`config.mk`:
```
export PLATFORM = sky130hd
export DESIGN_NAME = hidden_cfg_decoder
export DESIGN_NICKNAME = d
export VERILOG_FILES = /design/src/rtl/hcfg_pkg.sv /design/src/rtl/hcfg_seq_fsm.sv /design/src/rtl/hcfg_regfile.sv /design/src/rtl/hcfg_rdmux.sv /design/src/rtl/hidden_cfg_decoder.sv
export SDC_FILE = /design/constraint.sdc
export NUM_CORES = 1
export LEC_CHECK = 0
export BUFFER_PORTS_ARGS = -buffer_cell sky130_fd_sc_hd__buf_2
export CORE_MARGIN = 4
export CORE_UTILIZATION = 45
export DETAILED_ROUTE_END_ITERATION = 10
export PLACE_DENSITY_LB_ADDON = 0.1
export SETUP_SLACK_MARGIN = 0.4
export SYNTH_ARGS = -nofsm -noshare
export SYNTH_HDL_FRONTEND = slang
export SYNTH_SLANG_ARGS = --single-unit
```
`constraint.sdc`:
```
create_clock -name clk_i -period 1.6 [get_ports clk_i]
set_input_delay 0.32 -clock clk_i [delete_from_list [all_inputs] [get_ports clk_i]]
set_output_delay 0.32 -clock clk_i [all_outputs]
set_load 0.02 [all_outputs]
```
`src/rtl/hcfg_pkg.sv`:
```
package hcfg_pkg;

  typedef enum logic [1:0] {
    SEQ_IDLE,
    SEQ_ONE,
    SEQ_TWO,
    SEQ_OPEN
  } seq_e;

  typedef enum logic [2:0] {
    TGT_NONE,
    TGT_RDT,
    TGT_WRT,
    TGT_CTL,
    TGT_STR,
    TGT_MSC
  } tgt_e;

  localparam logic [2:0] OFS_RDT = 3'd0;
  localparam logic [2:0] OFS_WRT = 3'd1;
  localparam logic [2:0] OFS_KEY = 3'd2;
  localparam logic [2:0] OFS_CTL = 3'd3;
  localparam logic [2:0] OFS_STR = 3'd5;
  localparam logic [2:0] OFS_MSC = 3'd6;

  localparam int WEN_W = 4;

endpackage

```
`src/rtl/hcfg_seq_fsm.sv`:
```
module hcfg_seq_fsm
  import hcfg_pkg::*;
#(
  parameter int         ADDR_W     = 3,
  parameter int         REG_W      = 8,
  parameter logic [2:0] PROBE_OFS  = 3'd1,
  parameter logic [7:0] KEY_VAL    = 8'h03,
  parameter logic [7:0] RELOCK_VAL = 8'h83
) (
  input  logic              clk_i,
  input  logic              rst_ni,
  input  logic              rd_i,
  input  logic              wr_i,
  input  logic              word_i,
  input  logic [ADDR_W-1:0] addr_i,
  input  logic [REG_W-1:0]  wdata_i,
  output logic              open_o,
  output logic              relock_o
);

  seq_e state_q, state_d;
  logic acc, probe, key;

  assign acc      = rd_i | wr_i;
  assign probe    = rd_i & word_i & (addr_i == ADDR_W'(PROBE_OFS));
  assign key      = wr_i & ~word_i & (addr_i == ADDR_W'(OFS_KEY)) & (wdata_i == REG_W'(KEY_VAL));
  assign relock_o = (state_q == SEQ_OPEN) & wr_i & ~word_i &
                    (addr_i == ADDR_W'(OFS_KEY)) & (wdata_i == REG_W'(RELOCK_VAL));
  assign open_o   = (state_q == SEQ_OPEN);

  always_comb begin
    state_d = state_q;
    unique case (state_q)
      SEQ_IDLE: if (acc) state_d = probe ? SEQ_ONE : SEQ_IDLE;
      SEQ_ONE:  if (acc) state_d = probe ? SEQ_TWO : SEQ_IDLE;
      SEQ_TWO:  if (acc) state_d = key ? SEQ_OPEN : (probe ? SEQ_TWO : SEQ_IDLE);
      SEQ_OPEN: if (relock_o) state_d = SEQ_IDLE;
      default:  state_d = SEQ_IDLE;
    endcase
  end

  always_ff @(posedge clk_i or negedge rst_ni) begin
    if (!rst_ni) state_q <= SEQ_IDLE;
    else         state_q <= state_d;
  end

  assert_open_after_key_R1: assert property (@(posedge clk_i) disable iff (!rst_ni)
    $rose(open_o) |-> $past(state_q == SEQ_TWO && key));

  assert_relock_closes_R4: assert property (@(posedge clk_i) disable iff (!rst_ni)
    relock_o |=> !open_o);

  assert_abort_restarts_R2: assert property (@(posedge clk_i) disable iff (!rst_ni)
    (state_q == SEQ_ONE && acc && !probe) |=> state_q == SEQ_IDLE);

endmodule

```
`src/rtl/hcfg_regfile.sv`:
```
module hcfg_regfile
  import hcfg_pkg::*;
#(
  parameter int         REG_W     = 8,
  parameter int         NUM_SETS  = 2,
  parameter logic [7:0] SPLIT_VAL = 8'h85
) (
  input  logic                      clk_i,
  input  logic                      rst_ni,
  input  tgt_e                      tgt_i,
  input  logic                      we_i,
  input  logic [REG_W-1:0]          wdata_i,
  input  logic                      alt_arm_i,
  output logic [WEN_W-1:0]          wen_o,
  output logic [NUM_SETS*REG_W-1:0] tim_rd_o,
  output logic [NUM_SETS*REG_W-1:0] tim_wr_o,
  output logic [REG_W-1:0]          sel_rd_o,
  output logic [REG_W-1:0]          sel_wr_o,
  output logic [REG_W-1:0]          ctrl_o,
  output logic [REG_W-1:0]          misc_o,
  output logic                      split_o
);

  localparam int SET_W = (NUM_SETS > 1) ? $clog2(NUM_SETS) : 1;

  logic [REG_W-1:0] rd_q [NUM_SETS];
  logic [REG_W-1:0] wr_q [NUM_SETS];
  logic [REG_W-1:0] ctrl_q, misc_q;
  logic [SET_W-1:0] bank_q, cur_set;
  logic             alt_en_q, split_q, bank_ok;

  always_comb begin
    wen_o    = '0;
    wen_o[0] = we_i & (tgt_i == TGT_RDT);
    wen_o[1] = we_i & (tgt_i == TGT_WRT);
    wen_o[2] = we_i & (tgt_i == TGT_CTL);
    wen_o[3] = we_i & (tgt_i == TGT_MSC);
  end

  assign cur_set = alt_en_q ? bank_q : '0;
  assign bank_ok = ({{(32-REG_W){1'b0}}, wdata_i} < NUM_SETS);

  for (genvar s = 0; s < NUM_SETS; s++) begin : g_set
    always_ff @(posedge clk_i or negedge rst_ni) begin
      if (!rst_ni) begin
        rd_q[s] <= '0;
        wr_q[s] <= '0;
      end else begin
        if (wen_o[0] && cur_set == SET_W'(s)) rd_q[s] <= wdata_i;
        if (wen_o[1] && cur_set == SET_W'(s)) wr_q[s] <= wdata_i;
      end
    end
    assign tim_rd_o[s*REG_W +: REG_W] = rd_q[s];
    assign tim_wr_o[s*REG_W +: REG_W] = wr_q[s];
  end

  always_ff @(posedge clk_i or negedge rst_ni) begin
    if (!rst_ni) begin
      ctrl_q   <= '0;
      misc_q   <= '0;
      bank_q   <= '0;
      alt_en_q <= 1'b0;
      split_q  <= 1'b0;
    end else begin
      if (alt_arm_i) alt_en_q <= 1'b1;
      if (wen_o[2]) begin
        ctrl_q  <= wdata_i;
        split_q <= (wdata_i == REG_W'(SPLIT_VAL));
      end
      if (wen_o[3]) begin
        misc_q <= wdata_i;
        if (bank_ok) bank_q <= wdata_i[SET_W-1:0];
      end
    end
  end

  assign sel_rd_o = rd_q[cur_set];
  assign sel_wr_o = wr_q[cur_set];
  assign ctrl_o   = ctrl_q;
  assign misc_o   = misc_q;
  assign split_o  = split_q;

  assert_single_wen_R3: assert property (@(posedge clk_i) disable iff (!rst_ni)
    $onehot0(wen_o));

  assert_hold_without_wen_R6: assert property (@(posedge clk_i) disable iff (!rst_ni)
    (wen_o == '0) |=> ($stable(tim_rd_o) && $stable(tim_wr_o) && $stable(ctrl_o) && $stable(misc_o)));

  assert_split_on_ctrl_only_R9: assert property (@(posedge clk_i) disable iff (!rst_ni)
    !wen_o[2] |=> $stable(split_o));

endmodule

```
`src/rtl/hcfg_rdmux.sv`:
```
module hcfg_rdmux
  import hcfg_pkg::*;
#(
  parameter int REG_W = 8
) (
  input  tgt_e             tgt_i,
  input  logic [REG_W-1:0] sel_rd_i,
  input  logic [REG_W-1:0] sel_wr_i,
  input  logic [REG_W-1:0] ctrl_i,
  input  logic [REG_W-1:0] misc_i,
  input  logic             strap_i,
  output logic [REG_W-1:0] byte_o
);

  always_comb begin
    unique case (tgt_i)
      TGT_RDT: byte_o = sel_rd_i;
      TGT_WRT: byte_o = sel_wr_i;
      TGT_CTL: byte_o = ctrl_i;
      TGT_STR: byte_o = {{(REG_W-1){1'b0}}, strap_i};
      TGT_MSC: byte_o = misc_i;
      default: byte_o = '0;
    endcase
  end

endmodule

```
`src/rtl/hidden_cfg_decoder.sv`:
```
module hidden_cfg_decoder
  import hcfg_pkg::*;
#(
  parameter int         ADDR_W     = 3,
  parameter int         DATA_W     = 16,
  parameter int         REG_W      = 8,
  parameter int         NUM_SETS   = 2,
  parameter logic [7:0] KEY_VAL    = 8'h03,
  parameter logic [7:0] RELOCK_VAL = 8'h83,
  parameter logic [7:0] ARM_VAL    = 8'hC0,
  parameter logic [7:0] SPLIT_VAL  = 8'h85
) (
  input  logic                      clk_i,
  input  logic                      rst_ni,
  input  logic [ADDR_W-1:0]         io_addr_i,
  input  logic                      io_rd_i,
  input  logic                      io_wr_i,
  input  logic                      io_word_i,
  input  logic [REG_W-1:0]          io_wdata_i,
  output logic [DATA_W-1:0]         io_rdata_o,
  input  logic                      strap_clk_i,
  output logic                      drv_rd_o,
  output logic                      drv_wr_o,
  input  logic [DATA_W-1:0]         drv_rdata_i,
  output logic [WEN_W-1:0]          cfg_wen_o,
  output logic [NUM_SETS*REG_W-1:0] tim_rd_o,
  output logic [NUM_SETS*REG_W-1:0] tim_wr_o,
  output logic [REG_W-1:0]          ctrl_o,
  output logic [REG_W-1:0]          misc_o,
  output logic                      split_o
);

  logic             cfg_open, relock, hit, alt_arm, byte_acc;
  tgt_e             tgt;
  logic [REG_W-1:0] sel_rd, sel_wr, cfg_byte;

  hcfg_seq_fsm #(
    .ADDR_W(ADDR_W), .REG_W(REG_W), .PROBE_OFS(OFS_WRT),
    .KEY_VAL(KEY_VAL), .RELOCK_VAL(RELOCK_VAL)
  ) u_seq (
    .clk_i(clk_i), .rst_ni(rst_ni), .rd_i(io_rd_i), .wr_i(io_wr_i),
    .word_i(io_word_i), .addr_i(io_addr_i), .wdata_i(io_wdata_i),
    .open_o(cfg_open), .relock_o(relock)
  );

  assign byte_acc = (io_rd_i | io_wr_i) & ~io_word_i;

  always_comb begin
    tgt = TGT_NONE;
    if (cfg_open && byte_acc) begin
      unique case (io_addr_i)
        ADDR_W'(OFS_RDT): tgt = TGT_RDT;
        ADDR_W'(OFS_WRT): tgt = TGT_WRT;
        ADDR_W'(OFS_CTL): tgt = TGT_CTL;
        ADDR_W'(OFS_STR): tgt = TGT_STR;
        ADDR_W'(OFS_MSC): tgt = TGT_MSC;
        default:          tgt = TGT_NONE;
      endcase
    end
  end

  assign hit     = (tgt != TGT_NONE);
  assign alt_arm = ~cfg_open & io_wr_i & ~io_word_i &
                   (io_addr_i == ADDR_W'(OFS_CTL)) & (io_wdata_i == REG_W'(ARM_VAL));

  hcfg_regfile #(
    .REG_W(REG_W), .NUM_SETS(NUM_SETS), .SPLIT_VAL(SPLIT_VAL)
  ) u_regs (
    .clk_i(clk_i), .rst_ni(rst_ni), .tgt_i(tgt), .we_i(io_wr_i & hit),
    .wdata_i(io_wdata_i), .alt_arm_i(alt_arm), .wen_o(cfg_wen_o),
    .tim_rd_o(tim_rd_o), .tim_wr_o(tim_wr_o), .sel_rd_o(sel_rd), .sel_wr_o(sel_wr),
    .ctrl_o(ctrl_o), .misc_o(misc_o), .split_o(split_o)
  );

  hcfg_rdmux #(.REG_W(REG_W)) u_rdmux (
    .tgt_i(tgt), .sel_rd_i(sel_rd), .sel_wr_i(sel_wr), .ctrl_i(ctrl_o),
    .misc_i(misc_o), .strap_i(strap_clk_i), .byte_o(cfg_byte)
  );

  assign drv_rd_o   = io_rd_i & ~hit;
  assign drv_wr_o   = io_wr_i & ~hit & ~relock;
  assign io_rdata_o = (io_rd_i & hit) ? {{(DATA_W-REG_W){1'b0}}, cfg_byte} : drv_rdata_i;

  assert_locked_passthru_R6: assert property (@(posedge clk_i) disable iff (!rst_ni)
    (!cfg_open && io_rd_i) |-> (drv_rd_o && io_rdata_o == drv_rdata_i));

  assert_cfg_write_not_forwarded_R3: assert property (@(posedge clk_i) disable iff (!rst_ni)
    (cfg_wen_o != '0) |-> !drv_wr_o);

  assert_strap_readback_R5: assert property (@(posedge clk_i) disable iff (!rst_ni)
    (cfg_open && io_rd_i && !io_word_i && io_addr_i == ADDR_W'(OFS_STR))
      |-> io_rdata_o == {{(DATA_W-1){1'b0}}, strap_clk_i});

endmodule

```
==> results.toml, run 1 <==
[clock_network]
cts_made_buffers = 5
clkTransAtPathRegs_ns = 0.11
clk_path_buf_depth = 2
clock_latency_ns = 0.32
cts_tree = "done"
htree_levels = 2
clock_sinks = 53
cts-root-buf = "clkbuf_8"

[power_and_ir_drop]
ir_worst_vdd_uv = 786
p_per_area_nw_per_um2 = 462
seqPwrFrac = 0.520
p_leak_uw = 0.00281
clkPwrFrac = 0.313
p_sw_frac = 0.283
power_switching_uw = 731
p_comb_frac = 0.168
p_int_uw = 1850

[critical_path]
cpMaxStageDelayCell = "dfrtp_1"
cp_slowest_stage_delay_ns = 0.43
cp_data_required_time_ns = 1.28
end_kind = "primary output"
path_cells = "nand2_2 > buf_12 > mux4_2 > a22oi_2 > a21oi_4 > buf_6"
arrival_ns = 1.84
worstPathMaxFanout = 7
worst-setup-path-type = "reg2out"
cp-start-kind = "flip-flop"

[floorplan]
rows = 28
start_util = 0.474
die_y_um = 87.9
die_w_um = 87.9
core_um2 = 6060
die_area_um2 = 7730
pin_count = 104

[timing]
finalCritPeriodShare = 1.35
slew_headroom = 0.707
worstMarginPinSlew_ns = 0.440
hold_slack_ns = 0.464
fin_skew_ns = 0.00903
setup_viol = 72
rsz0062_at_grt = "yes"
setup-tns-final_ns = -18.35
fmax_ghz = 0.463
fin_crit_ns = 2.16
hold_viol = 0
slew_violations = 0
setup_ws_ns = -0.561

[cells_and_area]
area_delta_synth_final_pct = 94.4
utilization = 0.921
finalNonFillerCells = 522
nets = 479
drive_gt1_frac = 0.763
diodes = 0

[placed_design]
placed_cells = 479
gp_congestion = 0.878
preCtsSetupSlack_ns = -0.427
dp_hpwl_mm = 7.10
portBuffers = 103

[global_routing]
grt_max_degree = 38
overflow = 0
antenna_found_initial = 0
grt_pass1_vias = 3217
grt_pass1_wl_mm = 17.9
grt_use_total = 0.309

[routing]
top_layer_used = "met4"
drt-wirelength-per-cell_um = 25.5
drt-total-wl_mm = 13.3
dr_wl_met3_mm = 1.30
vias_per_cell = 6.03
via_count = 3150
drt_iter0_markers = 266
drt-met1-wl_mm = 4.87
dr_wl_met2_mm = 6.68
drc = 0
ant_nets = 0
drtPass1Iterations = 9

[outcome]
status = "complete, but fails checks"
violations = "setup timing"

[yosys]
ys_ff_latch = 53
async_flop_share = 1.00
syn_nets = 264
syn-cell-area_um2 = 2870
synthCells = 231
synth_edf_count = 0
ys.warnings.count = 0
avgSynthCellArea_um2 = 12.4
synth-seq-area-share = 0.462
synth-main-ff-cell = "dfrtp_1"
synthDistinctLibCells = 53

[flow_run]
maxCapViolations = 0

[min_path]
min_path_type = "in2async"
[state kept, by name, indices dropped and copies added (netlist names)]
| register | flops |
|---|---|
| u_regs.tim_wr_o | 16 |
| u_seq.state_q | 2 |
| u_regs.alt_en_q | 1 |
| u_regs.ctrl_o | 8 |
| u_regs.bank_q | 1 |
| u_regs.tim_rd_o | 16 |
| u_regs.misc_o | 8 |
| u_regs.split_o | 1 |
[routing by layer]
metal  GRT usage  up-vias
li1            -     1306
met1       0.392     1550
met2       0.515      238
met3      0.0837       56
met4      0.0976        0
met5           0        -
[repair_timing]
| action | CTS | global route |
|---|---|---|
| buffers inserted | 19 | 13 |
| cloned | 2 | 0 |
| setup endpoints to repair | 122 | 123 |
| resized for setup | 220 | 20 |
| hold buffers | 1 | 0 |
| pin swaps | 24 | 20 |
| hold endpoints to repair | 16 | 0 |
[synthesized netlist by cell type, types with 2 or more instances]
master     count  share of area
buf_6          2         0.0078
buf_4          4          0.010
nand2_2        2         0.0044
nor4_1         3         0.0065
a22o_1         7          0.021
a22oi_1        7          0.018
nand3_1        7          0.012
dfrtp_1       53           0.46
nand3b_1       2         0.0052
nor2_1        17          0.022
and4b_1        2         0.0070
clkbuf_1       5         0.0065
nor2b_1       10          0.022
buf_2          4         0.0070
a21oi_1        8          0.014
mux4_2         7          0.055
mux2_2        48           0.19
nand4bb_1      2         0.0078
nand2_1        7         0.0091
[per-stage QoR]
stage / power [uW] / area (um^2)
2_1_floorplan: 1540 / 3200
3_3_place_gp: 1700 / 4340
3_5_place_dp: 1710 / 4340
4_1_cts: 2520 / 5410
5_1_grt: 2650 / 5580
6_report: 2580 / 5580
[worst max-delay path: cells and delay by family (launching register included)]
kind	cells	cell delay, ns
multiplexers	1	0.34
AND/OR/NAND/NOR	1	0.13
buffers and inverters	2	0.27
AO/OA/AOI/OAI	2	0.34
flip-flops	1	0.43
[cell type report]
cell class	instances	area, um^2
inverter	1	3.75
fill	200	477
tap	75	93.8
clock inverter	2	13.8
clock buffer	6	72.6
timing repair buffer	223	2190
multi-input combinational	162	1880
sequential	53	1330
[worst paths after layout]
path                             startpoint             endpoint  slack, ns  depth (start not counted)
setup reg to reg           u_seq.state_q[0]  u_regs.tim_wr_o[11]      -0.33                          8
setup / recovery            u_regs.alt_en_q        io_rdata_o[7]      -0.56                          6
min in group clk_i            io_wdata_i[7]   u_regs.tim_rd_o[7]       0.48                          3
hold reg to reg            u_regs.misc_o[2]     u_regs.misc_o[2]       0.60                          1
max in group asynchronous            rst_ni   u_regs.tim_rd_o[3]       0.58                          3
hold / removal                       rst_ni   u_regs.tim_wr_o[6]       0.46                          2
[cells by family (layout without fill, tap and decap cells)]
family	count (synthesis)	after routing	share of synthesized area
simple gates	70	71	0.165
flops	53	53	0.462
compound gates	34	34	0.0889
mux	56	56	0.247
buf+inv	17	232	0.0344
xor+xnor	1	1	0.00305
[power by group through the flow]
stage	Combinational, uW	Sequential [uW]	Clock [uW]
floorplan	170	1370	0
global placement	337	1370	0
detailed placement	341	1370	0
CTS	400	1340	782
global route	451	1340	857
finish	433	1340	807
[placed cells by master (no fill, tap or decap), drive strengths merged, types with 2 or more instances in the layout]
cell	count
buf	222
dfrtp	53
mux2	49
nor2	18
nor2b	10
nand2	9
nand3	8
a21oi	8
mux4	7
a22o	7
a22oi	7
clkbuf	6
nor4	4
nor3	3
nand3b	2
nand4bb	2
nand4	2
and4b	2
nor3b	2
nand4b	2
inv	2
Note: power is estimated with default switching activity, not from simulation.
==> inputs of run 2 (changes only) <==
Settings changed: ABC_AREA set to 1.
==> run 2 against run 1 <==
The flow finishes with violations (hold timing, setup timing). Critical path depth is 3 higher. Via count increased by 17%. Total power is 5.0% higher. Wire length shrank 12%. Register-to-register slack better by 0.04 ns. Highest routed layer unchanged.
==> results.toml, run 2 <==
[clock_network]
htree_levels = 2
clock_sinks = 53
cts_tree = "done"
cts_made_buffers = 5
clk_path_buf_depth = 2
clkTransAtPathRegs_ns = 0.10
clock_latency_ns = 0.32
cts-root-buf = "clkbuf_8"

[cells_and_area]
final_area_um2 = 5170
diodes = 0
area_delta_synth_final_pct = 76.8
drive_gt1_frac = 0.534
nets = 626
layout_commonest_cell = "nand2_1"
n_fill_cell = 379
layout_common_cells = "nand2_1 (109), buf_6 (64), buf_4 (62)"

[yosys]
synth_edf_count = 0
syn-cell-area_um2 = 2920
synth-seq-area-share = 0.454
synth_top_area_frac = 0.454
synthDistinctLibCells = 29
synth.most_common_cell = "nand2_1"
netlist_top_cells_count = "nand2_1 (170), dfrtp_1 (53), o21ai_0 (35)"
avgSynthCellArea_um2 = 7.18
ys_ff_latch = 53
synthMuxAreaShare = 0
syn_nets = 440
synth_simple_gate_area_frac = 0.375
synth-main-ff-cell = "dfrtp_1"
synth_top_family_by_area = "simple AND/OR/NAND/NOR gates"
netlist_top_cells_area = "dfrtp_1 (45%), nand2_1 (22%), o21ai_0 (6.0%)"
netlist.top_cell.by_area = "dfrtp_1"
synthAdderAreaFrac = 0
synth_compound_area_frac = 0.0967
ys.warnings.count = 0
synth_xor_area_frac = 0
async_flop_share = 1.00
synthCells = 407

[outcome]
violations = "hold timing, setup timing"
status = "complete, but fails checks"

[timing]
fin_skew_ns = 0.00833
slew_violations = 0
fin_crit_ns = 2.14
worstMarginPinSlew_ns = 0.301
setup_viol = 67
setup_ws_ns = -0.539
hold_viol = 17
setup-tns-final_ns = -15.99
hold_slack_ns = -0.0231
finalCritPeriodShare = 1.34
slew_headroom = 0.799
rsz0062_at_grt = "yes"
fmax_ghz = 0.468

[power_and_ir_drop]
p_leak_uw = 0.00266
finalPower_uw = 2710
ir_worst_vdd_uv = 373
p_per_area_nw_per_um2 = 525

[routing]
via_count = 3684
ant_nets = 0
drtPass1Iterations = 7
drt-total-wl_mm = 11.7
vias_per_cell = 5.49
drc = 0
drt-wirelength-per-cell_um = 17.4
drt_iter0_markers = 299

[critical_path]
end_kind = "primary output"
worst-setup-path-type = "reg2out"
r2r_setup_slack_ns = -0.29
worstPathMaxFanout = 8
r2r_start = "u_seq.state_q[1]"
cp-start-kind = "flip-flop"
reg2reg_to = "u_regs.misc_o[5]"
reg2regPathDepth = 10
arrival_ns = 1.82
cp_data_required_time_ns = 1.28

[placed_design]
dp_hpwl_mm = 7.40
preCtsSetupSlack_ns = -0.355
portBuffers = 103
gp_congestion = 0.856
placed_area_um2 = 3980

[global_routing]
grt_use_total = 0.281
grt_pass1_vias = 3534
grt_max_degree = 54
grt_pass1_wl_mm = 17.0
overflow = 0
antenna_found_initial = 0

[floorplan]
die_area_um2 = 7850
die_y_um = 88.6
core_um2 = 6310
start_util = 0.463
die_w_um = 88.6
rows = 29
pin_count = 104

[flow_run]
maxCapViolations = 0

[min_path]
min_path_type = "in2async"
-- run 2: changes by cell type in the layout (fill, tap and decap cells not counted), moves of 26 or more --
cell	change
nand2_1	+105
buf_6	-53
nand2_2	+48
mux2_4	-32
o21ai_1	+28
inv_1	+26
-- run 2: final cells by class --
type,count,area [um^2],share of cell area
Clock inverter,2,37.5,0.00727
Tap cell,77,96.3,0.0186
Multi-Input combinational cell,307,1850,0.358
Inverter,38,163,0.0315
Clock buffer,6,82.6,0.0160
Sequential cell,53,1330,0.257
Timing Repair Buffer,188,1610,0.312
-- run 2: cells by family (layout without fill, tap and decap cells) --
family	Yosys count	in the layout
compound gates	53	53
buf+inv	49	234
flops	53	53
simple gates	252	254
-- run 2: worst max path at each step --
stage,cells after the start,start,to
floorplan,9,u_seq.state_q[0],io_rdata_o[6]
global placement,9,io_word_i,io_rdata_o[2]
detailed placement,10,io_addr_i[1],io_rdata_o[1]
CTS,9,u_seq.state_q[1],io_rdata_o[10]
global route,9,u_seq.state_q[1],io_rdata_o[10]
finish,9,u_seq.state_q[1],io_rdata_o[10]
-- run 2: through the flow --
| step | instances | utilization |
|---|---|---|
| 3_5_place_dp | 633 | 0.630 |
| 3_3_place_gp | 633 | 0.630 |
| 2_1_floorplan | 407 | - |
| 5_1_grt | 671 | 0.818 |
| 4_1_cts | 653 | 0.723 |
| 6_report | 671 | 0.818 |
-- run 2: timing repair --
item | CTS | global route
pin swaps | 18 | 32
hold buffers | 0 | 0
setup endpoints to repair | 118 | 124
gates resized for setup | 119 | 150
gates cloned | 3 | 0
buffers inserted | 9 | 18
-- run 2: worst max-delay path, cell delays in order, from the launching register on --
cell,delay [ns]
dfrtp_1,0.40
nand2_2,0.09
nor2_4,0.11
nand2_4,0.12
o21ai_4,0.23
nand2_4,0.13
inv_8,0.11
buf_12,0.14
nor2_2,0.05
buf_6,0.12
-- run 2: power breakdown --
part           leakage, uW  switching (uW)  internal, uW  total (uW)
clock network    0.0000574             487           510         997
registers         0.000734            2.49          1340        1340
logic              0.00187             216           154         370
total              0.00266             705          2000        2710
-- run 2: layer usage --
metal,GRT usage,part of all wire
met1,0.363,0.39
met2,0.471,0.50
met3,0.0521,0.074
met4,0.103,0.038
met5,0,0
==> inputs of run 3 (changes only) <==
Settings changed: CORE_UTILIZATION 45 to 35.
==> run 3 against run 2 <==
The run ends with setup timing left. Flip-flop and latch count is the same. First-iteration DRC count shrank 51%. Non-clock buffer count is 1 higher. Largest power group unchanged. Wire length shrank 5.1%. Critical endpoint is now io_rdata_o[2]. Total power is 8.1% lower. Highest routed layer unchanged. Die area is 26% higher. Clock power down 23%. Sequential power hardly changed. Final area decreased by 1.6%.
==> results.toml, run 3 (synthesis results as in run 2) <==
[outcome]
status = "complete, but fails checks"
violations = "setup timing"

[routing]
drt_iter0_markers = 147
via_count = 3429
drc = 0
drt-wirelength-per-cell_um = 15.8
ant_nets = 0
drtPass1Iterations = 4
vias_per_cell = 4.89
drt-total-wl_mm = 11.1

[placed_design]
placed_area_um2 = 4110
gp_congestion = 0.910
portBuffers = 103
dp_hpwl_mm = 7.98
preCtsSetupSlack_ns = -0.310

[timing]
setup-tns-final_ns = -14.09
hold_viol = 0
hold_slack_ns = 0.244
fin_crit_ns = 2.08
fin_skew_ns = 0.0128
finalCritPeriodShare = 1.30
slew_headroom = 0.797
fmax_ghz = 0.482
setup_ws_ns = -0.476
slew_violations = 0
setup_viol = 58
worstMarginPinSlew_ns = 0.301
rsz0062_at_grt = "yes"

[critical_path]
cp_slowest_stage_delay_ns = 0.38
worstPathMaxFanout = 5
cp_data_required_time_ns = 1.28
arrival_ns = 1.76
path_cells = "nand2_2 > nor2_4 > nand2_4 > o21ai_4 > nand2_4 > buf_6 > nand2_2 > nand2_2 > buf_6"
crit_top_cell = "nand2_2"
worst-setup-path-type = "reg2out"
cpMaxStageDelayCell = "dfrtp_1"
end_kind = "primary output"
cp-start-kind = "flip-flop"

[global_routing]
grt_use_total = 0.216
grt_max_degree = 54
antenna_found_initial = 0
grt_pass1_wl_mm = 16.7
overflow = 0
grt_pass1_vias = 3216

[cells_and_area]
nets = 628
diodes = 0
final_area_um2 = 5080
layout_common_cells = "nand2_1 (135), buf_4 (67), buf_6 (60)"
drive_gt1_frac = 0.482
layout_commonest_cell = "nand2_1"
area_delta_synth_final_pct = 73.9

[power_and_ir_drop]
ir_worst_vdd_uv = 297
p_leak_uw = 0.00261
p_per_area_nw_per_um2 = 490
finalPower_uw = 2490

[min_path]
min_path_type = "in2reg"

[floorplan]
core_um2 = 8180
rows = 33
start_util = 0.358
die_w_um = 99.4
die_y_um = 99.4
die_area_um2 = 9880
pin_count = 104

[flow_run]
maxCapViolations = 0

[clock_network]
cts-root-buf = "clkbuf_8"
clkTransAtPathRegs_ns = 0.10
cts_made_buffers = 5
clk_path_buf_depth = 2
htree_levels = 2
clock_latency_ns = 0.31
cts_tree = "done"
clock_sinks = 53
## run 3: power breakdown
part	switching [uW]	internal [uW]	leakage [uW]	total, uW
Clock	459	310	0.0000374	768
Combinational	216	163	0.00184	379
Sequential	2.23	1340	0.000735	1340
## run 3: metal layers
layer  wire, um  share of wire  vias to the layer above  GRT usage
li1           -              -                     1689          -
met1       4780           0.43                     1609      0.285
met2       5410           0.49                      117      0.364
met3        728          0.066                       14     0.0400
met4        178          0.016                        0     0.0578
met5          0              0                        -          0
## run 3: cell type report
class                   instances  area [um^2]
repair buffers                189         1640
flip-flops and latches         53         1330
multi-input cells             307         1730
fillers                       712         3090
inverters                      38          163
clock inverters                 2         15.0
well taps                     105          131
repair inverters                1         8.76
clock buffers                   6         72.6
## run 3: path summary, 6_finish.rpt
kind	from	end	slack [ns]	depth (start not counted)
hold / removal	io_wdata_i[7]	u_regs.tim_wr_o[15]	0.24	3
setup reg to reg	u_seq.state_q[1]	u_regs.tim_rd_o[8]	-0.17	12
hold reg to reg	u_regs.tim_wr_o[14]	u_regs.tim_wr_o[14]	0.51	2
setup / recovery	u_seq.state_q[1]	io_rdata_o[2]	-0.48	9
min in group asynchronous	rst_ni	u_regs.tim_rd_o[11]	0.53	3
max in group asynchronous	rst_ni	u_seq.state_q[1]	0.82	3
## run 3: per-stage QoR
stage,instances,utilization
5_1_grt,701,0.622
2_1_floorplan,407,-
3_5_place_dp,669,0.503
4_1_cts,686,0.557
6_report,701,0.622
3_3_place_gp,669,0.503
## run 3: critical path: cells and delay by family (launching register included)
family          cells  cell delay, ns
simple gates        6            0.58
flops               1            0.38
buf+inv             2            0.30
compound gates      1            0.19
## run 3: timing repair
item,CTS,global route
hold buffers,1,0
pin swaps,8,23
resized for setup,93,139
gates cloned,1,2
endpoints found under the hold margin,9,0
setup endpoints to repair,121,123
buffers inserted,7,13
